## src/rtl/wr_inhibit_ctrl.sv

```systemverilog
module wr_inhibit_ctrl #(
  parameter int AW = 19,
  parameter int DW = 8,
  parameter int GLITCH_CYC = 2
) (
  input  logic          clk,
  input  logic          rst_n,
  input  logic          lockout_i,
  input  logic          ce_n_i,
  input  logic          we_n_i,
  input  logic          oe_n_i,
  input  logic [AW-1:0] addr_i,
  input  logic [DW-1:0] data_i,
  output logic          wr_strobe_o,
  output logic [AW-1:0] wr_addr_o,
  output logic [DW-1:0] wr_data_o,
  output logic          read_rst_o
);
  localparam int CW = $clog2(GLITCH_CYC + 1);
  localparam int NP = 3;

  logic [NP-1:0] pin_s1, pin_s2, pin_f;
  logic [CW-1:0] run_cnt [NP];
  logic          lk_s1, lk_s2, lk_d, booted, armed, in_wr;

  // bit 0 chip-enable, bit 1 write-enable, bit 2 output-enable; reset to low so a high must be seen
  wire wr_pins  = !pin_f[0] && !pin_f[1] && pin_f[2];
  wire released = pin_f[0] || pin_f[1];

  always_ff @(posedge clk or negedge rst_n) begin
    if (!rst_n) begin
      pin_s1 <= '0;
      pin_s2 <= '0;
      pin_f  <= '0;
      for (int i = 0; i < NP; i++) run_cnt[i] <= '0;
    end else begin
      pin_s1 <= {oe_n_i, we_n_i, ce_n_i};
      pin_s2 <= pin_s1;
      for (int i = 0; i < NP; i++) begin
        if (pin_s2[i] != pin_f[i]) begin
          if (run_cnt[i] == CW'(GLITCH_CYC - 1)) begin
            pin_f[i]   <= pin_s2[i];
            run_cnt[i] <= '0;
          end else begin
            run_cnt[i] <= run_cnt[i] + 1'b1;
          end
        end else begin
          run_cnt[i] <= '0;
        end
      end
    end
  end

  always_ff @(posedge clk or negedge rst_n) begin
    if (!rst_n) begin
      lk_s1      <= 1'b0;
      lk_s2      <= 1'b0;
      lk_d       <= 1'b0;
      booted     <= 1'b0;
      read_rst_o <= 1'b0;
    end else begin
      lk_s1      <= lockout_i;
      lk_s2      <= lk_s1;
      lk_d       <= lk_s2;
      booted     <= 1'b1;
      read_rst_o <= !booted || (lk_s2 && !lk_d);
    end
  end

  always_ff @(posedge clk or negedge rst_n) begin
    if (!rst_n) begin
      armed       <= 1'b0;
      in_wr       <= 1'b0;
      wr_strobe_o <= 1'b0;
      wr_addr_o   <= '0;
      wr_data_o   <= '0;
    end else begin
      wr_strobe_o <= 1'b0;
      if (lk_s2) begin
        armed <= 1'b0;
        in_wr <= 1'b0;
      end else begin
        if (released) armed <= 1'b1;
        if (!in_wr) begin
          if (armed && wr_pins) begin
            in_wr     <= 1'b1;
            wr_addr_o <= addr_i;
            wr_data_o <= data_i;
          end
        end else if (!pin_f[2]) begin
          in_wr <= 1'b0;
        end else if (released) begin
          in_wr       <= 1'b0;
          wr_strobe_o <= 1'b1;
        end
      end
    end
  end
endmodule


```

## config.mk

```make
export PLATFORM = sky130hd
export DESIGN_NAME = wr_inhibit_ctrl
export DESIGN_NICKNAME = d
export VERILOG_FILES = /design/src/rtl/wr_inhibit_ctrl.sv
export SDC_FILE = /design/constraint.sdc
export NUM_CORES = 1
export LEC_CHECK = 0
export BUFFER_PORTS_ARGS = -buffer_cell sky130_fd_sc_hd__buf_2
export CAP_MARGIN = 20
export CORE_MARGIN = 2
export CORE_UTILIZATION = 40
export DETAILED_ROUTE_END_ITERATION = 12
export GPL_TIMING_DRIVEN = 1
export PLACE_DENSITY = 0.66
export SYNTH_ARGS = -nofsm -noshare
export SYNTH_HDL_FRONTEND = slang
export SYNTH_SLANG_ARGS = --single-unit
```

## constraint.sdc

```tcl
create_clock -name clk -period 2 [get_ports clk]
set_input_delay 0.4 -clock clk [delete_from_list [all_inputs] [get_ports clk]]
set_output_delay 0.4 -clock clk [all_outputs]
set_load 0.02 [all_outputs]
```

=== After elaboration in Yosys (flattened, before gate mapping) ===
Index checks and enable logic that the tools add are counted.

* Flip-flop bits (word level): 50
* Input bits: 33
* Logic and storage cells: 61

* Add/subtract/negate cells: 3
* Equality and inequality tests: 6
* Mux-type cells: 17
* Bitwise gates (word level): 2
* Reductions and logical operators: 15

{| class="wikitable"
|+ Operators with widths
! operator !! count
|-
| 2-to-1 mux 2 bit || 6
|-
| 2-to-1 mux 1 bit || 11
|-
| adder 2 x 1 -> 2 bit, second input constant || 3
|-
| equality test 2 x 1 -> 1 bit, second input constant || 3
|-
| AND reduction 2 bit || 3
|-
| logical AND 1 bit || 4
|-
| logical NOT 1 bit || 4
|-
| inequality test 1 bit || 3
|-
| AND reduction 3 bit || 1
|-
| logical OR 1 bit || 2
|-
| inverter 1 bit || 2
|-
| nonzero test 2 bit || 1
|}

=== Depth between registers and ports, before layout ===
Gate-level depths: netlist of run 1.

* Depth after elaboration: 7
* Mapped depth: 4

=== Worst setup path after synthesis of run 1 ===
OpenSTA, ideal clock, no wires.

* Kind: register to register
* Start point: reg lk_s2
* End point: reg wr_addr_o[10]
* Library setup time: 125 ps
* Data arrival time: 1286 ps
* Required time: 1875 ps
* Setup slack: 589 ps
* Stages on the path, launching flop included: 5
* Path buffers: 1
* Clock period less this slack: 1411 ps
* Path through: dfrtp_1 -> and2b_2 -> nand4b_4 -> buf_6 -> mux2_4

* Word-level cells in the longest chain between the ends: 2

{| class="wikitable"
|+ Ends and longest elaborated chain
! what !! line !! source
|-
| start: declaration || 24 || <nowiki>logic lk_s1, lk_s2, lk_d, booted, armed, in_wr;</nowiki>
|-
| start signal: assignment || 63 || <nowiki>lk_s2 <= lk_s1;</nowiki>
|-
| inverter 1 bit (no source line) || - ||
|-
| AND reduction 3 bit (no source line) || - ||
|-
| end signal: assignment || 87 || <nowiki>wr_addr_o <= addr_i;</nowiki>
|-
| end: declaration || 15 || <nowiki>output logic [AW-1:0] wr_addr_o,</nowiki>
|}

Every way passes these cells.
A chain may end at the register's enable or synchronous reset.

=== Final worst setup path of run 1 ===
* Start point: reg pin_f[1]
* End point: reg wr_data_o[1]

* Word-level cells in the longest chain between the ends: 5

{| class="wikitable"
|+ Ends and longest elaborated chain
! what !! line !! source
|-
| start: declaration || 22 || <nowiki>logic [NP-1:0] pin_s1, pin_s2, pin_f;</nowiki>
|-
| start signal: indexed assignment || 42 || <nowiki>pin_f[i] <= pin_s2[i];</nowiki>
|-
| logical NOT 1 bit || 27 || <nowiki>wire wr_pins = !pin_f[0] && !pin_f[1] && pin_f[2];</nowiki>
|-
| logical AND 1 bit (2 in series) || 27 ||
|-
| logical AND 1 bit || 85 || <nowiki>if (armed && wr_pins) begin</nowiki>
|-
| AND reduction 3 bit (no source line) || - ||
|-
| end signal: assignment || 88 || <nowiki>wr_data_o <= data_i;</nowiki>
|-
| end: declaration || 16 || <nowiki>output logic [DW-1:0] wr_data_o,</nowiki>
|}

Every way passes these cells.

==> key figures, run 1 <==
Power and ir drop
  – Overall Power: about 3600 µW
  – VDD IR max: between 0.7 and 0.8 mV
  – Pleak: 0.00122 µW
  – Pwr/cell area: 1540 nW/µm²

Route
  – Via count: just over 1000
  – Drt drc: 0
  – DRT antenna net count: 0
  – Drt initial violations: 47
  – Via density: 4.61
  – DRT Pass-1 Iters: 4
  – Wire per inst: between 10 and 15 µm
  – WL final: between 3 and 4 mm

GRT
  – Grt ovf: 0
  – Initial antenna violation count: 0
  – First-pass GRT wire length: approximately 5.4 mm
  – Vias in the first global route: between 1000 and 1500
  – Total track usage: 0.138
  – Pin count of the biggest net entering global routing: 28

Cells and area
  – Layout Utilization: 0.528
  – Nets: roughly 210
  – Layout cells sized above 1: 0.584
  – Final instance area: ~2300 µm²
  – N_diodes: 0
  – Synthesis-to-layout area growth: 25.8%

Timing
  – Min Tclk post-route: 1.82 ns
  – Final Cycle Share: 0.910
  – Final Max Tran Viols: 0
  – Final setup vio count: 0
  – Max transition margin: 0.568
  – Worst slew pin tran: between 0.6 and 0.7 ns
  – Max Fclk: 550 MHz
  – Total Negative Setup Slacks: 0 ns
  – Final hold violation count: 0
  – RSZ-0062 raised after global routing: no
  – Max Clock Skew: around 0.0074 ns

Critical path
  – Delay-heaviest family, CP: simple AND/OR/NAND/NOR gates
  – Setup CP Type: reg2reg
  – List of cells traversed by the critical path: nor2_2 -> nand4b_4 -> mux2_4
  – Crit-path slowest cell: nand4b_4
  – Worst stage delay on the critical path: about 0.54 ns
  – CP bufs+invs: 0
  – Critical path launch point type: register
  – CP Data Arrival Time: 2.00 ns
  – Critical Path RT: around 2.2 ns
  – RR Startpoint: pin_f[1]
  – Crit. Startpoint: pin_f[1]
  – Worst Setup End Kind: register
  – Crit Path Max Fanout: 27

Synthesis
  – Cell taking the most area after synthesis: dfrtp_1
  – Synth cell types: 18
  – Synth Net Count: between 100 and 150
  – Largest cells by area after synthesis: dfrtp_1, mux2_4, mux2_2, xnor2_1, nand4b_4
  – Register area share after synthesis: 0.680
  – Top_reg_cell synth: dfrtp_1
  – Asr flop ratio synth: 1.00
  – Seq cells post-synth: 50
  – Syn avg cell area: 17.5 µm²
  – Cells after synthesis: approximately 110
  – Mapped Area: roughly 1800 µm²
  – Most frequent cells after synthesis: dfrtp_1, mux2_4, mux2_2, nor2_1
  – Top cell type's share of synthesized area: 0.680
  – Ys Warns: 0
  – Most common cell in the netlist: dfrtp_1
  – EDFF count, synth: 0

Placement
  – DP Wirelength: between 2 and 2.5 mm
  – Port-buffer cells: 61
  – Gpl congestion: 0.646
  – DP Area: ~2200 µm²

Clock tree
  – H-tree levels: 2
  – CTS Buf Count: 5
  – Worst-path clk slew: around 0.080 ns
  – CTS tree: yes
  – Post_cts resized: 0
  – Hold buffers post-CTS: 0
  – Setup bufs post-CTS: 0
  – Clock Latency Late Sink: around 0.3 ns
  – Root buffer cell: clkbuf_8
  – Max clock buf depth: 2
  – Clock sinks: 50

Die
  – # IOs: 62
  – Std-Cell Rows: 24
  – Area of the die: between 5000 and 6000 µm²
  – Starting Density: 0.420
  – Die Span X: between 70 and 80 µm
  – Die height: between 70 and 80 µm
  – Core footprint: 4380 µm²

Flow run
  – Maxcap violations: 0

Outcome
  – Status: completed

Worst hold path
  – Worst hold path type: in2async
-- path summary, 6_finish.rpt --
kind / end / slack (ns) / cells past startpoint
max in group asynchronous: pin_s1[0] / 1.37 / 2
min reg2reg: pin_s2[0] / 0.35 / 0
min in group clk: pin_s1[1] / 0.21 / 1
max: wr_data_o[1] / 0.18 / 3
max reg2reg: wr_data_o[1] / 0.18 / 3
min: wr_addr_o[2] / 0.09 / 1
-- routing by layer --
metal	global-route usage	part of all wire	vias to the layer above
met3	0.0647	0.085	6
met5	0	0	-
met4	0.0566	0.016	0
li1	-	-	481
met1	0.151	0.40	511
met2	0.233	0.50	40
-- cell usage in the layout (no fill, tap or decap) --
cell type  count
nand2b_1       2
dfrtp_1       50
inv_1          1
nand2_1        1
and2_1         3
nor2_2         1
nor2b_1        1
nand4b_4       1
and2b_2        1
mux2_4        20
nor2_1         5
xnor2_1        3
mux2_2        10
clkbuf_8       5
o211a_1        1
o21ai_0        1
buf_2         61
buf_12         1
bufinv_16      1
clkbuf_1       2
nor3_1         1
conb_1         1
-- per-stage QoR --
step | hold WS [ns] | cells | setup WS (ns)
2_1_floorplan | 0.104 | 105 | 0.589
6_report | 0.0915 | 225 | 0.180
4_1_cts | 0.108 | 225 | 0.158
5_1_grt | 0.136 | 225 | 0.0595
3_5_place_dp | 0.342 | 217 | 0.164
3_3_place_gp | 0.333 | 217 | 0.249
-- worst register-to-register path: cells and delay by family, from the launching register on --
kind	cells	cell delay, ns
DFF	1	0.44
and+or+nand+nor	2	0.77
muxes	1	0.51
-- sequential cells by signal, indices dropped and copies added (netlist names) --
register	count
in_wr	1
armed	1
wr_data_o	8
pin_s1	3
pin_f	3
booted	1
run_cnt	6
read_rst_o	1
wr_addr_o	19
lk_s2	1
wr_strobe_o	1
lk_d	1
lk_s1	1
pin_s2	3
-- cells by family after synthesis --
group | count (synthesis) | synth area share
flip-flops | 50 | 0.680
multiplexers | 30 | 0.224
AND/OR/NAND/NOR | 16 | 0.0565
XOR/XNOR | 3 | 0.0143
buffers and inverters | 3 | 0.0143
AO/OA/AOI/OAI | 2 | 0.00816
other | 1 | 0.00204
-- where the power goes --
| group | switching [µW] | internal (µW) |
|---|---|---|
| Sequential | 211 | 1370 |
| Combinational | 667 | 654 |
| Clock | 298 | 374 |
-- layout make-up --
type | instances | area, µm²
repair buffers | 62 | 325
well taps | 52 | 65.1
multi-input cells | 52 | 562
flip-flops and latches | 50 | 1250
fillers | 374 | 2070
clock inverters | 1 | 30.0
inverters | 1 | 3.75
clock buffers | 7 | 76.3
No activity file was read; power rests on OpenSTA's default activity.
==> run 2, diff against run 1 <==
--- a/config.mk
+++ b/config.mk
@@ -9,6 +9,7 @@
 export CAP_MARGIN = 20
 export CORE_MARGIN = 2
 export CORE_UTILIZATION = 40
+export CTS_BUF_LIST = sky130_fd_sc_hd__clkbuf_4 sky130_fd_sc_hd__clkbuf_8
 export DETAILED_ROUTE_END_ITERATION = 12
 export GPL_TIMING_DRIVEN = 1
 export PLACE_DENSITY = 0.66
==> run 2 against run 1 <==
Sequential share of layout area decreased by 0.17 points. Maximum frequency decreased by 0.31%. Sequential power is essentially flat. Register-to-register slack hardly changed. Core utilization up 0.17 points. Cell count unchanged. Power up 0.95%. Largest cell class unchanged. Highest routed layer unchanged.
==> key figures, run 2 (synthesis results as in run 1) <==
Critical path
  – Critical path launch point type: register
  – CP Data Arrival Time: 2.01 ns (about the same)
  – Critical Path RT: 2.18 ns (about the same)
  – Crit Path Max Fanout: 27 (unchanged)
  – Setup CP Type: reg2reg
  – Worst Setup End Kind: register
  – RR Startpoint: pin_f[1]
  – Crit. Startpoint: pin_f[1]

Outcome
  – Status: completed

Cells and area
  – Fill count: 374 (unchanged)
  – Flip-flop and latch area: 1250 µm² (unchanged)
  – Top flop regs: wr_addr_o (19), wr_data_o (8), run_cnt (6)
  – Most frequent cells in the layout: buf_2, dfrtp_1, mux2_4
  – Max FFs per register: 19 (unchanged)
  – Synthesis-to-layout area growth: 26.2%
  – N_diodes: 0 (unchanged)
  – Post-route non-filler standard cell count: 225 (unchanged)
  – Layout cells sized above 1: 0.595 (+0.0116)
  – Nets: 205 (unchanged)
  – Footprint of the multi-input gates: 562 µm² (unchanged)
  – Most common cell after layout, fill and taps aside: buf_2
  – Top reg by flops: wr_addr_o

GRT
  – Pin count of the biggest net entering global routing: 28 (unchanged)
  – Initial antenna violation count: 0 (unchanged)
  – First-pass GRT wire length: 5.42 mm (unchanged)
  – Total track usage: 0.138 (unchanged)
  – Grt ovf: 0 (unchanged)
  – Vias in the first global route: 1192 (+0.17%)

Timing
  – Final Cycle Share: 0.913 (+0.00283)
  – Final hold violation count: 0 (unchanged)
  – Worst slew pin tran: 0.645 ns (-0.00226 ns)
  – Max Fclk: 548 MHz (-0.31%)
  – RSZ-0062 raised after global routing: no
  – Total Negative Setup Slacks: 0 ns (unchanged)
  – Min Tclk post-route: 1.83 ns (+0.00566 ns)
  – Max transition margin: 0.569 (+0.00151)
  – Final setup vio count: 0 (unchanged)
  – Max Clock Skew: 0.00573 ns (-0.00167 ns)
  – Final Max Tran Viols: 0 (unchanged)

Route
  – DRT Pass-1 Iters: 2 (-2)
  – Drt drc: 0 (unchanged)
  – Drt initial violations: 45 (-4.3%)
  – WL final: 3.18 mm (+1.1%)
  – Via count: 1043 (+0.48%)
  – Via density: 4.64 (+0.48%)
  – Wire per inst: 14.1 µm (+1.1%)
  – DRT antenna net count: 0 (unchanged)

Clock tree
  – Clock sinks: 50 (unchanged)
  – CTS tree: yes
  – Setup bufs post-CTS: 0 (unchanged)
  – Worst-path clk slew: 0.08 ns (about the same)
  – Clock Latency Late Sink: 0.30 ns (about the same)
  – Max clock buf depth: 2 (unchanged)
  – H-tree levels: 2 (unchanged)
  – Post_cts resized: 0 (unchanged)
  – CTS Buf Count: 5 (unchanged)
  – Hold buffers post-CTS: 0 (unchanged)
  – Root buffer cell: clkbuf_8

Placement
  – Gpl congestion: 0.646 (unchanged)
  – DP Wirelength: 2.31 mm (unchanged)
  – Port-buffer cells: 61 (unchanged)
  – Placed Cells: 217 (unchanged)

Die
  – Area of the die: 5160 µm² (unchanged)
  – Std-Cell Rows: 24 (unchanged)
  – Starting Density: 0.420 (unchanged)
  – # IOs: 62 (unchanged)
  – Die height: 71.8 µm (unchanged)
  – Core footprint: 4380 µm² (unchanged)
  – Die Span X: 71.8 µm (unchanged)

Power and ir drop
  – Pwr/cell area: 1550 nW/µm² (+0.62%)
  – Pleak: 0.00123 µW (+0.56%)
  – Overall Power: 3610 µW (+0.95%)
  – VDD IR max: 0.773 mV (+8.1%)

Flow run
  – Maxcap violations: 0 (unchanged)

Worst hold path
  – Worst hold path type: in2async
[run 2: cell types whose count changed in the layout (fill, tap and decap cells not counted)]
cell      delta
clkbuf_1     -2
clkbuf_4     +2
[run 2: routing by layer]
layer / track usage / vias up / part of all wire
met5: 0 / - / 0
met4: 0.0566 / 0 / 0.011
met3: 0.0647 / 4 / 0.083
met2: 0.233 / 41 / 0.50
met1: 0.151 / 515 / 0.41
li1: - / 483 / -
[run 2: metrics by stage]
stage               setup WS (ns)  hold slack (ns)  cell area (µm²)   util
floorplan                   0.589            0.104             1840      -
global placement            0.249            0.333             2210  0.503
detailed placement          0.164            0.342             2210  0.503
CTS                         0.151            0.108             2320  0.529
global route               0.0596            0.136             2320  0.529
finish                      0.175           0.0923             2320  0.529
[run 2: worst max-delay path: stages, from the launching register on]
cell and delay [ns]:
dfrtp_1 0.44, nor2_2 0.22, nand4b_4 0.54, mux2_4 0.50
[run 2: power by group]
group	total [µW]	internal, µW	switching [µW]
Clock	703	401	301
Combinational	1320	654	668
Sequential	1580	1370	213
[run 2: cell type report]
class / count / share of cell area
clock inverters: 1 / 0.0129
repair buffers: 62 / 0.140
inverters: 1 / 0.00162
multi-input cells: 52 / 0.242
well taps: 52 / 0.0280
clock buffers: 7 / 0.0361
flip-flops and latches: 50 / 0.539
[run 2: final timing paths]
kind	to	slack, ns	depth (start not counted)
setup reg to reg	wr_data_o[1]	0.17	3
hold reg to reg	pin_s2[0]	0.35	0
hold / removal	wr_addr_o[2]	0.09	1
min in group clk	pin_s1[1]	0.21	1
max in group asynchronous	pin_s1[0]	1.37	2
setup / recovery	wr_data_o[1]	0.17	3
